<file path="config.mk">
export PLATFORM = sky130hd
export DESIGN_NAME = eeprom_prog_seq
export DESIGN_NICKNAME = d
export VERILOG_FILES = /design/src/rtl/eeprom_prog_pkg.sv /design/src/rtl/ps_edge_detect.sv /design/src/rtl/ps_cycle_timer.sv /design/src/rtl/ps_status_out.sv /design/src/rtl/eeprom_prog_seq.sv
export SDC_FILE = /design/constraint.sdc
export NUM_CORES = 1
export LEC_CHECK = 0
export BUFFER_PORTS_ARGS = -buffer_cell sky130_fd_sc_hd__buf_2
export CORE_MARGIN = 2
export CORE_UTILIZATION = 40
export DETAILED_ROUTE_END_ITERATION = 6
export HOLD_SLACK_MARGIN = 0.08
export SETUP_SLACK_MARGIN = 0.2
export SYNTH_ARGS = -nofsm -noshare
export SYNTH_HDL_FRONTEND = slang
export SYNTH_SLANG_ARGS = --single-unit
</file>
<file path="constraint.sdc">
create_clock -name clk -period 2.4 [get_ports clk]
set_input_delay 0.24 -clock clk [delete_from_list [all_inputs] [get_ports clk]]
set_output_delay 0.24 -clock clk [all_outputs]
set_load 0.005 [all_outputs]
</file>
<file path="src/rtl/eeprom_prog_pkg.sv">
package eeprom_prog_pkg;

  typedef enum logic [2:0] {
    OP_READ  = 3'd0,
    OP_WEN   = 3'd1,
    OP_WDS   = 3'd2,
    OP_WORD  = 3'd3,
    OP_CLRW  = 3'd4,
    OP_FILL  = 3'd5,
    OP_CLRA  = 3'd6
  } prog_op_e;

endpackage

</file>
<file path="src/rtl/ps_edge_detect.sv">
module ps_edge_detect (
  input  logic clk,
  input  logic rst_n,
  input  logic cs,
  input  logic sk,
  output logic cs_fall,
  output logic sk_rise
);

  logic cs_q;
  logic sk_q;

  always_ff @(posedge clk or negedge rst_n) begin
    if (!rst_n) begin
      cs_q <= 1'b0;
      sk_q <= 1'b0;
    end else begin
      cs_q <= cs;
      sk_q <= sk;
    end
  end

  assign cs_fall = cs_q & ~cs;
  assign sk_rise = sk & ~sk_q;

endmodule

</file>
<file path="src/rtl/ps_cycle_timer.sv">
module ps_cycle_timer #(
  parameter int ADDR_W      = 7,
  parameter int DATA_W      = 16,
  parameter int PROG_CYCLES = 400
) (
  input  logic              clk,
  input  logic              rst_n,
  input  logic              start,
  input  logic              start_all,
  input  logic [ADDR_W-1:0] start_addr,
  input  logic [DATA_W-1:0] start_data,
  output logic              busy,
  output logic              arr_we,
  output logic [ADDR_W-1:0] arr_addr,
  output logic [DATA_W-1:0] arr_wdata
);

  localparam int WORDS = 1 << ADDR_W;
  localparam int CNT_W = $clog2(PROG_CYCLES + 1);
  localparam logic [CNT_W-1:0] LAST  = CNT_W'(PROG_CYCLES - 1);
  localparam logic [CNT_W-1:0] NWORD = CNT_W'(WORDS);

  logic              busy_q, busy_n;
  logic [CNT_W-1:0]  cnt_q, cnt_n;
  logic              all_q;
  logic [ADDR_W-1:0] addr_q;
  logic [DATA_W-1:0] data_q;
  logic              load;

  assign load = start & ~busy_q;

  always_comb begin
    busy_n = busy_q;
    cnt_n  = cnt_q;
    if (load) begin
      busy_n = 1'b1;
      cnt_n  = '0;
    end else if (busy_q) begin
      if (cnt_q == LAST) busy_n = 1'b0;
      else               cnt_n  = cnt_q + 1'b1;
    end
  end

  always_ff @(posedge clk or negedge rst_n) begin
    if (!rst_n) begin
      busy_q <= 1'b0;
      cnt_q  <= '0;
      all_q  <= 1'b0;
      addr_q <= '0;
      data_q <= '0;
    end else begin
      busy_q <= busy_n;
      if (load || busy_q) cnt_q <= cnt_n;
      if (load) begin
        all_q  <= start_all;
        addr_q <= start_addr;
        data_q <= start_data;
      end
    end
  end

  assign busy      = busy_q;
  assign arr_we    = busy_q & (all_q ? (cnt_q < NWORD) : (cnt_q == '0));
  assign arr_addr  = all_q ? cnt_q[ADDR_W-1:0] : addr_q;
  assign arr_wdata = data_q;

endmodule

</file>
<file path="src/rtl/ps_status_out.sv">
module ps_status_out #(
  parameter int STATUS_DLY = 4
) (
  input  logic clk,
  input  logic rst_n,
  input  logic cs,
  input  logic din,
  input  logic sk_rise,
  input  logic start,
  input  logic busy,
  output logic dout_val,
  output logic dout_oe
);

  localparam int DW = (STATUS_DLY < 1) ? 1 : $clog2(STATUS_DLY + 1);
  localparam logic [DW-1:0] HOLD = DW'(STATUS_DLY);

  logic          flag_q, flag_n;
  logic [DW-1:0] hold_q, hold_n;

  always_comb begin
    flag_n = flag_q;
    if (start)                     flag_n = 1'b1;
    else if (cs && din && sk_rise) flag_n = 1'b0;
  end

  always_comb begin
    hold_n = hold_q;
    if (!cs)                hold_n = '0;
    else if (hold_q != HOLD) hold_n = hold_q + 1'b1;
  end

  always_ff @(posedge clk or negedge rst_n) begin
    if (!rst_n) begin
      flag_q <= 1'b0;
      hold_q <= '0;
    end else begin
      flag_q <= flag_n;
      hold_q <= hold_n;
    end
  end

  assign dout_val = ~busy;
  assign dout_oe  = cs & flag_q & (hold_q == HOLD);

endmodule

</file>
<file path="src/rtl/eeprom_prog_seq.sv">
module eeprom_prog_seq
  import eeprom_prog_pkg::*;
#(
  parameter int ADDR_W      = 7,
  parameter int DATA_W      = 16,
  parameter int PROG_CYCLES = 400,
  parameter int STATUS_DLY  = 4
) (
  input  logic              clk,
  input  logic              rst_n,
  input  logic              cmd_valid,
  input  logic [2:0]        cmd_op,
  input  logic [ADDR_W-1:0] cmd_addr,
  input  logic [DATA_W-1:0] cmd_data,
  input  logic              cs,
  input  logic              sk,
  input  logic              din,
  output logic              arr_we,
  output logic [ADDR_W-1:0] arr_addr,
  output logic [DATA_W-1:0] arr_wdata,
  output logic              dout_val,
  output logic              dout_oe
);

  logic              cs_fall, sk_rise, busy, start;
  logic              accept, is_prog, pend_load;
  logic              wel_q, wel_n;
  logic              pend_q, pend_n;
  logic              pall_q;
  logic [ADDR_W-1:0] paddr_q;
  logic [DATA_W-1:0] pdata_q;
  prog_op_e          op;

  assign op      = prog_op_e'(cmd_op);
  assign accept  = cmd_valid & ~busy;
  assign is_prog = (op == OP_WORD) || (op == OP_CLRW) ||
                   (op == OP_FILL) || (op == OP_CLRA);
  assign pend_load = accept & is_prog & wel_q & ~cs_fall;
  assign start     = cs_fall & pend_q & ~busy;

  ps_edge_detect u_edge (
    .clk     (clk),
    .rst_n   (rst_n),
    .cs      (cs),
    .sk      (sk),
    .cs_fall (cs_fall),
    .sk_rise (sk_rise)
  );

  always_comb begin
    wel_n = wel_q;
    if (accept && op == OP_WEN) wel_n = 1'b1;
    if (accept && op == OP_WDS) wel_n = 1'b0;
  end

  always_comb begin
    pend_n = pend_q;
    if (cs_fall)        pend_n = 1'b0;
    else if (pend_load) pend_n = 1'b1;
  end

  always_ff @(posedge clk or negedge rst_n) begin
    if (!rst_n) begin
      wel_q   <= 1'b0;
      pend_q  <= 1'b0;
      pall_q  <= 1'b0;
      paddr_q <= '0;
      pdata_q <= '0;
    end else begin
      wel_q  <= wel_n;
      pend_q <= pend_n;
      if (pend_load) begin
        pall_q  <= (op == OP_FILL) || (op == OP_CLRA);
        paddr_q <= cmd_addr;
        pdata_q <= ((op == OP_CLRW) || (op == OP_CLRA)) ? '1 : cmd_data;
      end
    end
  end

  ps_cycle_timer #(
    .ADDR_W      (ADDR_W),
    .DATA_W      (DATA_W),
    .PROG_CYCLES (PROG_CYCLES)
  ) u_timer (
    .clk        (clk),
    .rst_n      (rst_n),
    .start      (start),
    .start_all  (pall_q),
    .start_addr (paddr_q),
    .start_data (pdata_q),
    .busy       (busy),
    .arr_we     (arr_we),
    .arr_addr   (arr_addr),
    .arr_wdata  (arr_wdata)
  );

  ps_status_out #(
    .STATUS_DLY (STATUS_DLY)
  ) u_status (
    .clk      (clk),
    .rst_n    (rst_n),
    .cs       (cs),
    .din      (din),
    .sk_rise  (sk_rise),
    .start    (start),
    .busy     (busy),
    .dout_val (dout_val),
    .dout_oe  (dout_oe)
  );

endmodule

</file>
Word level (Yosys, flattened, before mapping) --
Index checks and enable logic that the tools add are counted.
Word-level totals: flip-flop bits (word level) 66, input bits 32, output and inout port bits 26, word-level logic and storage cells 77
Cells by class: $add $sub $neg 2, magnitude comparators 1, equality and inequality tests 11, multiplexer cells 17, bitwise gates (word level) 16, reductions and logical operators 16
Operators by type and width (count):
- $mux 9 | 3
- $mux 16 | 1
- $and 1x1->1 | 12
- $eq 3x3->1 const B | 4
- $mux 1 | 10
- $add 9x1->9 const B | 1
- $eq 9x9->1 const B | 1
- $logic_not 9->1 | 1
- $lt 9x8->1 const B | 1
- $reduce_bool 2->1 | 4
- $mux 7 | 1
- $eq 3x2->1 const B | 2
- $logic_or 1x1->1 | 6
- $mux 3 | 2
- $logic_and 1x1->1 | 4
- $ne 2x1->1 const B | 2
- $not 1->1 | 4
- $add 3x1->3 const B | 1
- $eq 3x1->1 const B | 1
- $ne 3x3->1 const B | 1
- $reduce_and 3->1 | 1

Longest topological paths before layout --
depth after elaboration 9, gate-level depth with buffers 6, gate-level depth less buffers 5

Cells and area by module --
From an unflattened synthesis, not the netlist that was laid out.
Second synthesis, totals: cell total of the unflattened synthesis 347, area, all modules 3458.3 sq um
By module, submodules not included:
- eeprom_prog_seq | times used 1, cells an instance 148, area each 1596.5 sq um, seq. area each 650.6 sq um
- ps_cycle_timer | times used 1, cells an instance 172, area each 1572.8 sq um, seq. area each 850.8 sq um
- ps_status_out | times used 1, cells an instance 23, area each 211.5 sq um, seq. area each 100.1 sq um
- ps_edge_detect | times used 1, cells an instance 4, area each 77.6 sq um, seq. area each 50.0 sq um

Worst setup path before layout --
No wires, ideal clock.
path kind register to register, start point register u_timer.cnt_q[4], end point register u_timer.cnt_q[1], setup time 0.125 ns, data arrival time 1.589 ns, required time 2.275 ns, setup slack 0.686 ns, cell stages (with the launch flop) 4, path buffers 0, clock period less this slack 1.714 ns, cells stage by stage dfrtp_1 -> or4b_4 -> o31ai_4 -> mux2_4
On the way: word-level cells in the longest chain between the ends 3
RTL lines:
- from (decl) | RTL line ps_cycle_timer.sv:24 | logic [CNT_W-1:0] cnt_q, cnt_n;
- from (signal assigned) | RTL line ps_cycle_timer.sv:53 | if (load || busy_q) cnt_q <= cnt_n;
- $eq 9x9->1 | RTL line ps_cycle_timer.sv:39 | if (cnt_q == LAST) busy_n = 1'b0;
- $ne 2x1->1 (no source line)
- $reduce_and 3->1 (no source line)
No other way between the ends. A chain may end at the register's enable or synchronous reset.

Worst setup path after layout --
start point register u_timer.cnt_q[4], end point output arr_we
On the way: word-level cells in the longest chain between the ends 3, elaborated cells between the ends (all ways) 4, classes of those cells order compare: 1; mux: 1; bitwise: 1; reduce/logical: 1
RTL lines:
- $lt 9x8->1 / $logic_not 9->1 (equally long branches) | RTL line ps_cycle_timer.sv:63 | assign arr_we = busy_q & (all_q ? (cnt_q < NWORD) : (cnt_q == '0));
- $mux 1 * | RTL line ps_cycle_timer.sv:63
- $and 1x1->1 * | RTL line ps_cycle_timer.sv:63
- to (decl) | RTL line eeprom_prog_seq.sv:18 | output logic arr_we,
Every way passes the cells marked *; elsewhere a longest branch is shown, timed or not.

==> impl_metrics.csv <==
group,metric,value,unit
synth,yosys.area_share.simple,0.149,
worst_setup_path,setup.worst_path.start,"u_timer.cnt_q[4]$_DFFE_PN0P_",
power,power.leakage,0.00182,uW
timing,timing.final.crit_period,1.87,ns
grt,grt_pass1_wl,9.80,mm
worst_setup_path,required,2.16,ns
power,power_density,632,mW/mm2
worst_setup_path,cp-start-kind,"flop",
grt,grt_max_degree,67,
worst_setup_path,r2r_slack,0.57,ns
drt,vias,2164,
drt,avgRoutedWirePerCell,13.0,um
worst_setup_path,reg2regPathDepth,3,
die,num_io_pins,58,
die,core_area,0.00721,mm2
grt,grt_pass1_vias,2024,
synth,syn_inst,284,
synth,synth_nets,320,
clock_network,clockBufferDepth,2,
job,max-cap-violations,0,
die,rows,31,
synth,synth_xor_area_frac,0.00296,
grt,overflow,0,
timing,hold_viol,0,
synth,synth.avg_cell_area,10.4,um2
timing,fin_skew,0.00794,ns
synth,synth_cell_types,42,
finish,drive_gt1_frac,0.295,
drt,wl,5.85,mm
drt,postRouteAntennaNets,0,
place,pre_cts_ws,0.572,ns
grt,gr-usage-all-layers,0.151,
die,start_util,0.411,
finish,nets,383,
timing,setup_viol,0,
timing,setup-tns-final,0,ns
grt,antenna_found_initial,0,
worst_setup_path,r2r_start,"u_timer.cnt_q[4]$_DFFE_PN0P_",
synth,yosys.area.top_type_share,0.558,
synth,ys_seq_area_frac,0.558,
synth,synth_warnings,0,
timing,finalWorstSetupSlack,0.529,ns
drt,via_per_inst,4.80,
timing,slew_headroom,0.449,
synth,synthAdderAreaFrac,0.0169,
place,io_buffers,57,
worst_setup_path,cp_max_fo,8,
worst_setup_path,endpoint_kind,"output port",
clock_network,numClockSinks,66,
synth,synth-async-reset-ratio,1.00,
synth,synth_compound_area_frac,0.0934,
finish,fin_area,0.00361,mm2
worst_setup_path,endpoint,"arr_we",
clock_network,clock_tree.root_cell,"clkbuf_8",
die,dieArea,0.00811,mm2
timing,rsz0062_at_grt,"false",
synth,synth.cell_area,0.00296,mm2
drt,drtIter0Drc,102,
clock_network,cts_tree,"yes",
drt,dr.pass1.iters,4,
clock_network,clkTransAtPathRegs,0.08,ns
die,die_h,90.0,um
die,die_w,90.0,um
power,ir_drop,0.309,mV
clock_network,clock_latency,0.33,ns
timing,whs,0.0958,ns
timing,drv_slew,0,
worst_setup_path,r2r_end,"u_timer.cnt_q[1]$_DFFE_PN0P_",
worst_setup_path,path_class,"reg -> out",
status,status,"finished clean",
clock_network,ctsResizeCount,0,
worst_setup_path,cp.arrival,1.63,ns
timing,max_freq,535,MHz
drt,drc,0,
synth,yosysTopAreaCell,"dfrtp_1",
clock_network,htree_levels,3,
synth,synth_top_family_by_area,"simple AND/OR/NAND/NOR gates",
synth,synth_seq_cells,66,
timing,finalCritPeriodShare,0.780,
synth,synth_edf_count,0,
finish,area_delta_synth_final,21.8,%
place,hpwlAfterDp,3.98,mm
clock_network,numCtsBuffers,9,
finish,diodes,0,
synth,ys_dominant_reg_cell,"dfrtp_1",
timing,max_slew.worst_pin.slew,0.827,ns
synth,synth_area_leaders,"dfrtp_1, nand2_1, mux2i_1",
min_path,holdCritPathClass,"in -> async",
synth,muxShareOfSynthArea,0.123,
place,gp_congestion,0.833,
place,post_dp_cell_area,0.00337,mm2
report_power, final:
part           switching, uW  internal (uW)
Combinational           59.1           41.2
Clock                    437            615
Sequential              6.13           1120
metal layers:
| layer | vias up | wire length [um] | global-route usage |
|---|---|---|---|
| met5 | - | 0 | 0 |
| met4 | 0 | 78 | 0.0692 |
| met3 | 8 | 315 | 0.0444 |
| met2 | 53 | 2550 | 0.212 |
| met1 | 1039 | 2910 | 0.215 |
| li1 | 1064 | - | - |
critical path, stage by stage, from the launching register on:
cell	delay, ns
dfrtp_1	0.47
nor3_1	0.37
a31oi_1	0.14
nor4_1	0.16
buf_2	0.15
logic make-up (layout without fill, tap and decap cells):
group / after synthesis / after routing
mux: 34 / 34
fa+ha+maj: 4 / 4
simple gates: 99 / 99
xor+xnor: 1 / 1
buf+inv: 40 / 108
compound gates: 40 / 40
flops: 66 / 66
Yosys cell counts (2+ instances only):
cell / instances
nand4_1: 3
inv_1: 26
or3_1: 2
mux2i_1: 19
nand3b_1: 2
nand3_1: 2
dfrtp_1: 66
a31oi_1: 2
nor2_1: 20
nor2b_1: 2
nor3_1: 4
ha_1: 4
o21ai_0: 20
clkbuf_1: 9
a41oi_1: 2
mux2_2: 14
a21oi_1: 5
buf_4: 2
nand2_1: 57
flip-flops by register name (all words and copies together) (netlist names):
signal and count:
paddr_q 7, u_edge.sk_q 1, u_timer.all_q 1, u_timer.cnt_q 9, u_timer.addr_q 7, wel_q 1, u_edge.cs_q 1, u_timer.busy 1
u_status.hold_q 3, u_status.flag_q 1, pdata_q 16, pall_q 1, u_timer.arr_wdata 16, pend_q 1
cell type report:
| type | count | area (um2) |
|---|---|---|
| inverter | 26 | 97.6 |
| tap | 99 | 124 |
| clock inverter | 6 | 90.1 |
| sequential | 66 | 1650 |
| timing repair buffer | 66 | 355 |
| fill | 691 | 3610 |
| multi-input combinational | 178 | 1150 |
| clock buffer | 10 | 138 |
worst min-delay path by stage:
stage          startpoint                                end  slack, ns  depth (start not counted)
2_1_floorplan       rst_n             paddr_q[0]$_DFFE_PN0P_      -0.06                          0
3_3_place_gp           sk              u_edge.sk_q$_DFF_PN0_       0.37                          1
3_5_place_dp           sk              u_edge.sk_q$_DFF_PN0_       0.37                          1
4_1_cts                cs              u_edge.cs_q$_DFF_PN0_       0.10                          1
5_1_grt                cs              u_edge.cs_q$_DFF_PN0_        0.1                          1
6_report            rst_n  u_timer.arr_wdata[14]$_DFFE_PN0P_        0.1                          2
repair_timing:
item	4_1_cts	5_1_grt
endpoints found under the hold margin	1	0
setup buffers	0	0
setup endpoints to repair	0	0
hold buffers	1	0
cells in the final DEF, fill, tap and decap left out, drive strengths merged, types with 2 or more instances in the layout:
cell / synthesis / final
buf: 3 / 65
a31oi: 2 / 2
o31ai: 2 / 2
a41oi: 2 / 2
mux2: 15 / 15
or3: 2 / 2
inv: 26 / 26
mux2i: 19 / 19
dfrtp: 66 / 66
nor3: 4 / 4
nor2b: 2 / 2
o21ai: 20 / 20
nand4: 3 / 3
nand3b: 2 / 2
nor2: 20 / 20
ha: 4 / 4
nand2: 57 / 57
a21oi: 5 / 5
nand3: 2 / 2
bufinv: 0 / 2
clkinv: 0 / 3
o31a: 2 / 2
clkbuf: 11 / 10
stage by stage:
stage,total power (uW),utilization,std cells
after floorplan,1190,-,284
after global placement,1250,0.467,434
after detailed placement,1250,0.467,434
after CTS,2310,0.500,451
after global routing,2380,0.500,451
final,2280,0.500,451
Power figures use the tool's default switching activity.
